===== config.mk =====
export PLATFORM = sky130hd
export DESIGN_NAME = ulp_wake_det
export DESIGN_NICKNAME = d
export VERILOG_FILES = /design/src/rtl/ulp_wake_pkg.sv /design/src/rtl/ulp_sync2.sv /design/src/rtl/ulp_dbnc_fsm.sv /design/src/rtl/ulp_wake_det.sv
export SDC_FILE = /design/constraint.sdc
export NUM_CORES = 1
export LEC_CHECK = 0
export BUFFER_PORTS_ARGS = -buffer_cell sky130_fd_sc_hd__buf_4
export CORE_MARGIN = 3
export CORE_UTILIZATION = 55
export DETAILED_ROUTE_END_ITERATION = 8
export PLACE_DENSITY = 0.77
export RECOVER_POWER = 100
export SETUP_SLACK_MARGIN = 0.3
export SYNTH_ARGS = -nofsm -noshare
export SYNTH_HDL_FRONTEND = slang
export SYNTH_SLANG_ARGS = --single-unit

===== constraint.sdc =====
create_clock -name clk_aon -period 2.48 [get_ports clk_aon]
set_input_delay 0 -clock clk_aon [delete_from_list [all_inputs] [get_ports clk_aon]]
set_output_delay 0 -clock clk_aon [all_outputs]
set_load 0.005 [all_outputs]

===== src/rtl/ulp_wake_pkg.sv =====
package ulp_wake_pkg;
  typedef enum logic [1:0] {
    ST_IDLE  = 2'd0,
    ST_COUNT = 2'd1,
    ST_HOLD  = 2'd2
  } dbnc_st_e;

  localparam int SRC_AC  = 0;
  localparam int SRC_LID = 1;
  localparam int SRC_BTN = 2;
  localparam int NUM_SRC = 3;
endpackage


===== src/rtl/ulp_sync2.sv =====
module ulp_sync2 #(
  parameter int W = 1,
  parameter logic [W-1:0] RST_VAL = '0
) (
  input  logic         clk,
  input  logic         rst,
  input  logic [W-1:0] d_i,
  output logic [W-1:0] q_o
);
  logic [W-1:0] s1_q, s2_q;

  always_ff @(posedge clk) begin
    if (rst) begin
      s1_q <= RST_VAL;
      s2_q <= RST_VAL;
    end else begin
      s1_q <= d_i;
      s2_q <= s1_q;
    end
  end

  assign q_o = s2_q;
endmodule


===== src/rtl/ulp_dbnc_fsm.sv =====
module ulp_dbnc_fsm
  import ulp_wake_pkg::*;
#(
  parameter int   CNT_W   = 16,
  parameter logic ACT_LOW = 1'b0
) (
  input  logic             clk,
  input  logic             rst,
  input  logic             en_i,
  input  logic             pin_i,
  input  logic [CNT_W-1:0] thr_i,
  output logic             detect_o
);
  logic             act;
  logic             act_prev_q;
  dbnc_st_e         st_q, st_d;
  logic [CNT_W-1:0] cnt_q, cnt_d;

  assign act = ACT_LOW ? ~pin_i : pin_i;

  // Previous level tracks even while disabled, so enabling on an
  // already-active input gives no edge.
  always_ff @(posedge clk) begin
    if (rst) act_prev_q <= 1'b1;
    else     act_prev_q <= act;
  end

  always_comb begin
    st_d  = st_q;
    cnt_d = cnt_q;
    if (!en_i) begin
      st_d  = ST_IDLE;
      cnt_d = '0;
    end else begin
      unique case (st_q)
        ST_IDLE: begin
          if (act && !act_prev_q) begin
            st_d  = ST_COUNT;
            cnt_d = '0;
          end
        end
        ST_COUNT: begin
          if (!act) begin
            st_d  = ST_IDLE;
            cnt_d = '0;
          end else if (cnt_q == thr_i) begin
            st_d = ST_HOLD;
          end else begin
            cnt_d = cnt_q + 1'b1;
          end
        end
        ST_HOLD: begin
          if (!act) begin
            st_d  = ST_IDLE;
            cnt_d = '0;
          end
        end
        default: begin
          st_d  = ST_IDLE;
          cnt_d = '0;
        end
      endcase
    end
  end

  always_ff @(posedge clk) begin
    if (rst) begin
      st_q  <= ST_IDLE;
      cnt_q <= '0;
    end else begin
      st_q  <= st_d;
      cnt_q <= cnt_d;
    end
  end

  assign detect_o = en_i && (st_q == ST_COUNT) && act && (cnt_q == thr_i);
endmodule


===== src/rtl/ulp_wake_det.sv =====
module ulp_wake_det
  import ulp_wake_pkg::*;
#(
  parameter int CNT_W = 16
) (
  input  logic             clk_aon,
  input  logic             rst_aon,
  input  logic             enable_i,
  input  logic             clr_req_i,
  input  logic [CNT_W-1:0] thr_ac_i,
  input  logic [CNT_W-1:0] thr_lid_i,
  input  logic [CNT_W-1:0] thr_btn_i,
  input  logic             ac_present_i,
  input  logic             lid_open_i,
  input  logic             pwr_btn_n_i,
  output logic [2:0]       wake_status_o,
  output logic             ulp_wake_o,
  output logic             wake_req_o
);
  localparam logic [NUM_SRC-1:0] PIN_RST  = NUM_SRC'(1) << SRC_BTN;
  localparam logic [NUM_SRC-1:0] ACT_LOWV = NUM_SRC'(1) << SRC_BTN;

  logic [NUM_SRC-1:0] pin_raw, pin_s;
  logic [1:0]         ctl_s;
  logic               en_s, clr_s, clr_prev_q, clr_pulse;
  logic [CNT_W-1:0]   thr [NUM_SRC];
  logic [NUM_SRC-1:0] detect;
  logic [NUM_SRC-1:0] status_q, status_d;
  logic               ulp_q, ulp_d, req_q, req_d;

  assign pin_raw[SRC_AC]  = ac_present_i;
  assign pin_raw[SRC_LID] = lid_open_i;
  assign pin_raw[SRC_BTN] = pwr_btn_n_i;
  assign thr[SRC_AC]      = thr_ac_i;
  assign thr[SRC_LID]     = thr_lid_i;
  assign thr[SRC_BTN]     = thr_btn_i;

  ulp_sync2 #(.W(NUM_SRC), .RST_VAL(PIN_RST)) u_pin_sync (
    .clk(clk_aon), .rst(rst_aon), .d_i(pin_raw), .q_o(pin_s)
  );

  ulp_sync2 #(.W(2), .RST_VAL(2'b00)) u_ctl_sync (
    .clk(clk_aon), .rst(rst_aon), .d_i({clr_req_i, enable_i}), .q_o(ctl_s)
  );

  assign en_s  = ctl_s[0];
  assign clr_s = ctl_s[1];

  always_ff @(posedge clk_aon) begin
    if (rst_aon) clr_prev_q <= 1'b0;
    else         clr_prev_q <= clr_s;
  end

  assign clr_pulse = clr_s && !clr_prev_q;

  for (genvar g = 0; g < NUM_SRC; g++) begin : g_src
    ulp_dbnc_fsm #(.CNT_W(CNT_W), .ACT_LOW(ACT_LOWV[g])) u_fsm (
      .clk(clk_aon), .rst(rst_aon), .en_i(en_s),
      .pin_i(pin_s[g]), .thr_i(thr[g]), .detect_o(detect[g])
    );
  end

  always_comb begin
    status_d = (status_q & ~{NUM_SRC{clr_pulse}}) | detect;
    ulp_d    = (ulp_q && !clr_pulse) || (|detect);
    req_d    = en_s && (|status_d);
  end

  always_ff @(posedge clk_aon) begin
    if (rst_aon) begin
      status_q <= '0;
      ulp_q    <= 1'b0;
      req_q    <= 1'b0;
    end else begin
      status_q <= status_d;
      ulp_q    <= ulp_d;
      req_q    <= req_d;
    end
  end

  assign wake_status_o = status_q;
  assign ulp_wake_o    = ulp_q;
  assign wake_req_o    = req_q;
endmodule


# Word level (Yosys, flattened, before mapping)

Cells that the tools add are included.

Word-level logic and storage cells: 109
Register bits after elaboration: 73
Output and inout port bits: 5

Muxes and demuxes: 30
Equal/unequal tests: 21
$add $sub $neg: 3
Bitwise operators: 5
Reduce and logical (&&, ||, !) cells: 33

Operators with widths:

| operator              | number |
|---|---|
| $mux 16               | 12 |
| $pmux 16 s3           | 3 |
| $add 16x1->16 const B | 3 |
| $eq 16x16->1          | 3 |
| $mux 2                | 12 |
| $pmux 2 s3            | 3 |
| $reduce_and 3->1      | 6 |
| $logic_and 1x1->1     | 15 |
| $ne 3x2->1 const B    | 3 |
| $ne 3x3->1 const B    | 3 |
| $eq 2x1->1 const B    | 3 |
| $eq 2x2->1 const B    | 3 |
| $logic_not 2->1       | 3 |
| $ne 2x1->1 const B    | 3 |
| $ne 2x2->1 const B    | 3 |
| $reduce_or 3->1       | 2 |
| $logic_not 1->1       | 5 |
| $and 3x3->3           | 1 |
| $not 3->3             | 1 |
| $or 3x3->3            | 1 |
| $not 1->1             | 2 |
| $reduce_or 2->1       | 1 |
| $logic_or 1x1->1      | 1 |

# Depth between registers and ports, before layout

Depth after elaboration: 7
Depth in mapped cells: 8

# Modules after synthesis

Synthesis repeated with hierarchy kept, for this count alone.

Cells, all modules: 509
Area total of the unflattened synthesis: 4410.5 um2

Modules (own cells, without submodules):

| module                             | instances | area each (um2) | seq. area each (um2) | cells an instance |
|---|---|---|---|---|
| ulp_dbnc_fsm at g_src[0].u_fsm ... | 2         | 1322.5          | 380.4                | 158 |
| ulp_dbnc_fsm at g_src[2].u_fsm     | 1         | 1298.7          | 380.4                | 153 |
| ulp_wake_det                       | 1         | 203.9           | 120.1                | 20 |
| ulp_sync2 at u_pin_sync            | 1         | 157.7           | 120.1                | 12 |
| ulp_sync2 at u_ctl_sync            | 1         | 105.1           | 80.1                 | 8 |

# Worst setup path before layout

OpenSTA, ideal clock, no wires.

Path type: reg-to-reg
Start point: register g_src[1].u_fsm.cnt_q[8]
End point: register g_src[1].u_fsm.cnt_q[11]
Period minus slack after synthesis: 1.833 ns
Path slack: 0.647 ns
Stages on the path, launching flop included: 8
Arrival: 1.704 ns
Setup time: 0.129 ns
Cell sequence: dfxtp_1 xnor2_1 nand4_1 or4_1 buf_6 buf_8 a32oi_1 nand2_1

Longest elaborated chain between the ends: 4
Elaborated cells between the ends (all ways): 7
Classes of those cells: add/sub (1); eq/ne (2); mux (3); reduce/logical (1)

RTL lines:

| what                     | line               | source |
|---|---|---|
| start: declaration       | ulp_dbnc_fsm.sv:17 | `logic [CNT_W-1:0] cnt_q, cnt_d;` |
| start signal: assignment | ulp_dbnc_fsm.sv:72 | `cnt_q <= cnt_d;` |
| $add 16x1->16            | ulp_dbnc_fsm.sv:49 | `cnt_d = cnt_q + 1'b1;` |
| $mux 16                  | ulp_dbnc_fsm.sv:46 | `end else if (cnt_q == thr_i) begin` |
| $mux 16                  | ulp_dbnc_fsm.sv:43 | `if (!act) begin` |
| $pmux 16 s3              | ulp_dbnc_fsm.sv:35 | `unique case (st_q)` |

Several ways; a longest one is shown, not always the timed one. The select of a mux whose other input is x is not followed.
A chain may end at the register's enable or synchronous reset.

# Worst setup path after layout

Start point: register g_src[0].u_fsm.cnt_q[2]
End point: register g_src[0].u_fsm.cnt_q[15]

Longest elaborated chain between the ends: 4
Elaborated cells between the ends (all ways): 7
Classes of those cells: add/sub (1); eq/ne (2); mux (3); reduce/logical (1)

RTL lines:

| what                     | line |
|---|---|
| start: declaration       | ulp_dbnc_fsm.sv:17 |
| start signal: assignment | ulp_dbnc_fsm.sv:72 |
| $add 16x1->16            | ulp_dbnc_fsm.sv:49 |
| $mux 16                  | ulp_dbnc_fsm.sv:46 |
| $mux 16                  | ulp_dbnc_fsm.sv:43 |
| $pmux 16 s3              | ulp_dbnc_fsm.sv:35 |

Several ways; a longest one is shown, not always the timed one. The select of a mux whose other input is x is not followed.

==> run_results.csv <==
group,metric,value,unit
outcome,outcome,"complete, no violations",
layout,fin_cells,682,
drt,firstDrtPassIters,5,
power,pwr_density_cell,458.1,nW/um2
sta,fmax,465.7,MHz
synthesis,avgSynthCellArea,8.447,um2
synthesis,synth_flop_cell,"dfxtp_1",
layout,antenna_cells,0,
layout,fillCellCount,635,
synthesis,ys_seq_elements,73,
placed_design,place_area,4837,um2
sta,fin_hold_ws,0.2195,ns
synthesis,synth_area,4342,um2
worst_setup_path,max_stage_delay,0.56,ns
floorplan,initial_core_util,0.5830,
job,drv_cap,0,
sta,hold_viol,0,
power,vdd_drop_max,395.4,uV
worst_setup_path,endpoint_kind,"flop",
synthesis,ys_seq_area_frac,0.3366,
worst_setup_path,cp_top_family,"simple AND/OR/NAND/NOR gates",
drt,wirelength,11030,um
sta,report.final.slew_viol_count,0,
cts,path_clk_slew,0.08,ns
sta,finalSetupViolCount,0,
sta,slew-limit-headroom,0.6037,
floorplan,dieArea,8996,um2
cts,h-tree-depth,3,
cts,ctsRootBufferMaster,"clkbuf_8",
drt,via_count,4260,
floorplan,die_h,94.85,um
layout,area_delta_synth_final,18.30,%
cts,cts_tree,"yes",
floorplan,rows,31,
drt,ant_nets,0,
drt,drt_iter0_markers,265,
synthesis,yosysWarnings,0,
global_route,grt_pass1_vias,3838,
sta,worst_pin_slew,0.5795,ns
synthesis,synthDistinctLibCells,71,
synthesis,yosysTopAreaCell,"dfxtp_1",
global_route,grt_util_met2,0.4187,
layout,design_area,5136,um2
synthesis,synthTopCellsByArea,"dfxtp_1 (34%), xnor2_1 (6.3%), nand2_1 (5.0%)",
worst_setup_path,path_cells,"nand3_1, nor3_1, nand3_1, a2111oi_0, mux2i_1",
global_route,grt-busiest-layer,"met2",
layout,drive_above_1_share,0.1835,
global_route,met1_usage,0.3415,
layout,final_nets,636,
cts,cts_buffers,9,
worst_setup_path,critPathSlowestCell,"a2111oi_0",
cts,clk_latency,0.35,ns
worst_setup_path,cp_common_cell,"nand3_1",
cts,cts_buffer_depth,2,
placed_design,port_buffers,59,
worst_setup_path,path_class,"flop to flop",
synthesis,yosysTopAreaCellShare,0.3366,
worst_setup_path,cp.arrival,2.43,ns
sta,setup-tns-final,0,ns
worst_setup_path,start_kind,"flop",
sta,setup_slack,0.3327,ns
global_route,grt_use_total,0.2563,
global_route,antenna_found_initial,0,
layout,regArea,1461,um2
placed_design,dp_cells,654,
synthesis,synth_edf_count,0,
drt,via_per_inst,6.246,
layout,final_cell_mix,"dfxtp_1 (73), buf_4 (65), nand2_1 (58), xnor2_1 (31), nand3_1 (29)",
floorplan,core_area,7447,um2
worst_setup_path,critical_path_buf_inv_count,0,
global_route,grt_max_degree,28,
worst_setup_path,crit_fanout,8,
layout,multiInputGateArea,2635,um2
placed_design,gp_congestion,0.9082,
global_route,grt_pass1_wl,18400,um
floorplan,die_x,94.85,um
placed_design,dp_hpwl,7918,um
floorplan,io_pins,60,
sta,fin_skew,0.006718,ns
global_route,grt_overflow,0,
cts,cts.sinks,73,
placed_design,place_ws,0.2610,ns
drt,wire_per_inst,16.18,um
synthesis,netlist_instances,514,
layout,layout_commonest_cell,"dfxtp_1",
synthesis,synthesis.nets,572,
power,p_leak,1.794,nW
sta,rsz0062_at_grt,"false",
drt,drc,0,
global_route,use_met3,0.05020,
sta,post-route-period-util,0.8658,
synthesis,synthArstFlopShare,0,
sta,final.min_clock_period,2.147,ns
worst_setup_path,cp.required,2.76,ns
hold_path,worstHoldPathType,"input port to flop",
==> metrics by stage <==
| step | power (mW) | util |
|---|---|---|
| 6_report | 2.353 | 0.6897 |
| 3_3_place_gp | 1.371 | 0.6495 |
| 5_1_grt | 2.438 | 0.6897 |
| 3_5_place_dp | 1.374 | 0.6495 |
| 4_1_cts | 2.362 | 0.6920 |
| 2_1_floorplan | 1.282 | - |
==> worst register-to-register path: stages (launching register included) <==
cell	delay (ns)
dfxtp_1	0.51
nand3_1	0.26
nor3_1	0.34
nand3_1	0.17
a2111oi_0	0.56
mux2i_1	0.25
==> per-layer routing <==
metal / wire (um) / share of wire
met2: 5417 / 0.49
met1: 4869 / 0.44
met3: 614 / 0.056
met5: 0 / 0
met4: 133 / 0.012
==> cell usage after synthesis, types with 10 or more instances <==
| library cell | number |
|---|---|
| nor2_1 | 22 |
| a21oi_1 | 14 |
| a31oi_1 | 14 |
| buf_2 | 12 |
| nand3_1 | 29 |
| nand2_1 | 58 |
| dfxtp_1 | 73 |
| o21ai_0 | 14 |
| nand4_1 | 24 |
| clkbuf_1 | 12 |
| xor2_1 | 16 |
| nor2b_1 | 13 |
| nor3_1 | 13 |
| xnor2_1 | 31 |
| nand2b_1 | 10 |
==> power by group <==
part           internal (mW)  switching [mW]  leakage [nW]
Combinational          0.103          0.0655          1.10
Sequential              1.18         0.00668         0.591
Clock                  0.506           0.489         0.105
==> final cells by class <==
cell class / instances / area share
tap: 99 / 0.02412
sequential: 73 / 0.2845
inverter: 8 / 0.005847
multi-input combinational: 398 / 0.5130
timing repair buffer: 88 / 0.1311
clock buffer: 10 / 0.02680
clock inverter: 6 / 0.01462
==> flip-flops by register name, indices dropped and copies added (netlist names), 2 cells and up <==
signal and cells:
g_src.u_fsm.cnt_q 48, g_src.u_fsm.st_q 6, g_src.u_fsm.act_prev_q 3, u_pin_sync.q_o 3
u_pin_sync.s1_q 3, wake_status_o 3, u_ctl_sync.q_o 2, u_ctl_sync.s1_q 2
==> worst paths after layout <==
kind,startpoint,end,slack [ns],depth (start not counted)
worst max-delay path,g_src[0].u_fsm.cnt_q[2]$_SDFFE_PP0P_,g_src[0].u_fsm.cnt_q[15]$_SDFFE_PP0P_,0.33,5
worst min register to register,u_pin_sync.s1_q[2]$_SDFF_PP1_,u_pin_sync.q_o[2]$_SDFF_PP1_,0.44,1
worst min-delay path,thr_btn_i[9],g_src[2].u_fsm.cnt_q[7]$_SDFFE_PP0P_,0.22,6
worst max register to register,g_src[0].u_fsm.cnt_q[2]$_SDFFE_PP0P_,g_src[0].u_fsm.cnt_q[15]$_SDFFE_PP0P_,0.33,5
==> logic make-up (layout without fill, tap and decap cells) <==
kind of cell | Yosys count | in the layout | synth area share
mux | 3 | 3 | 0.006917
compound gates | 116 | 116 | 0.2032
fa+ha+maj | 3 | 3 | 0.008646
flops | 73 | 73 | 0.3366
simple gates | 228 | 228 | 0.2905
buf+inv | 43 | 112 | 0.05561
xor+xnor | 48 | 48 | 0.09856
==> repair_timing <==
action | in CTS | in global routing
gates resized for setup | 1 | 2
pin swaps | 0 | 1
hold endpoints to repair | 14 | 0
hold buffers | 10 | 0
setup buffers | 0 | 2
endpoints found under the setup margin | 5 | 14
(Power assumes the default switching activity.)
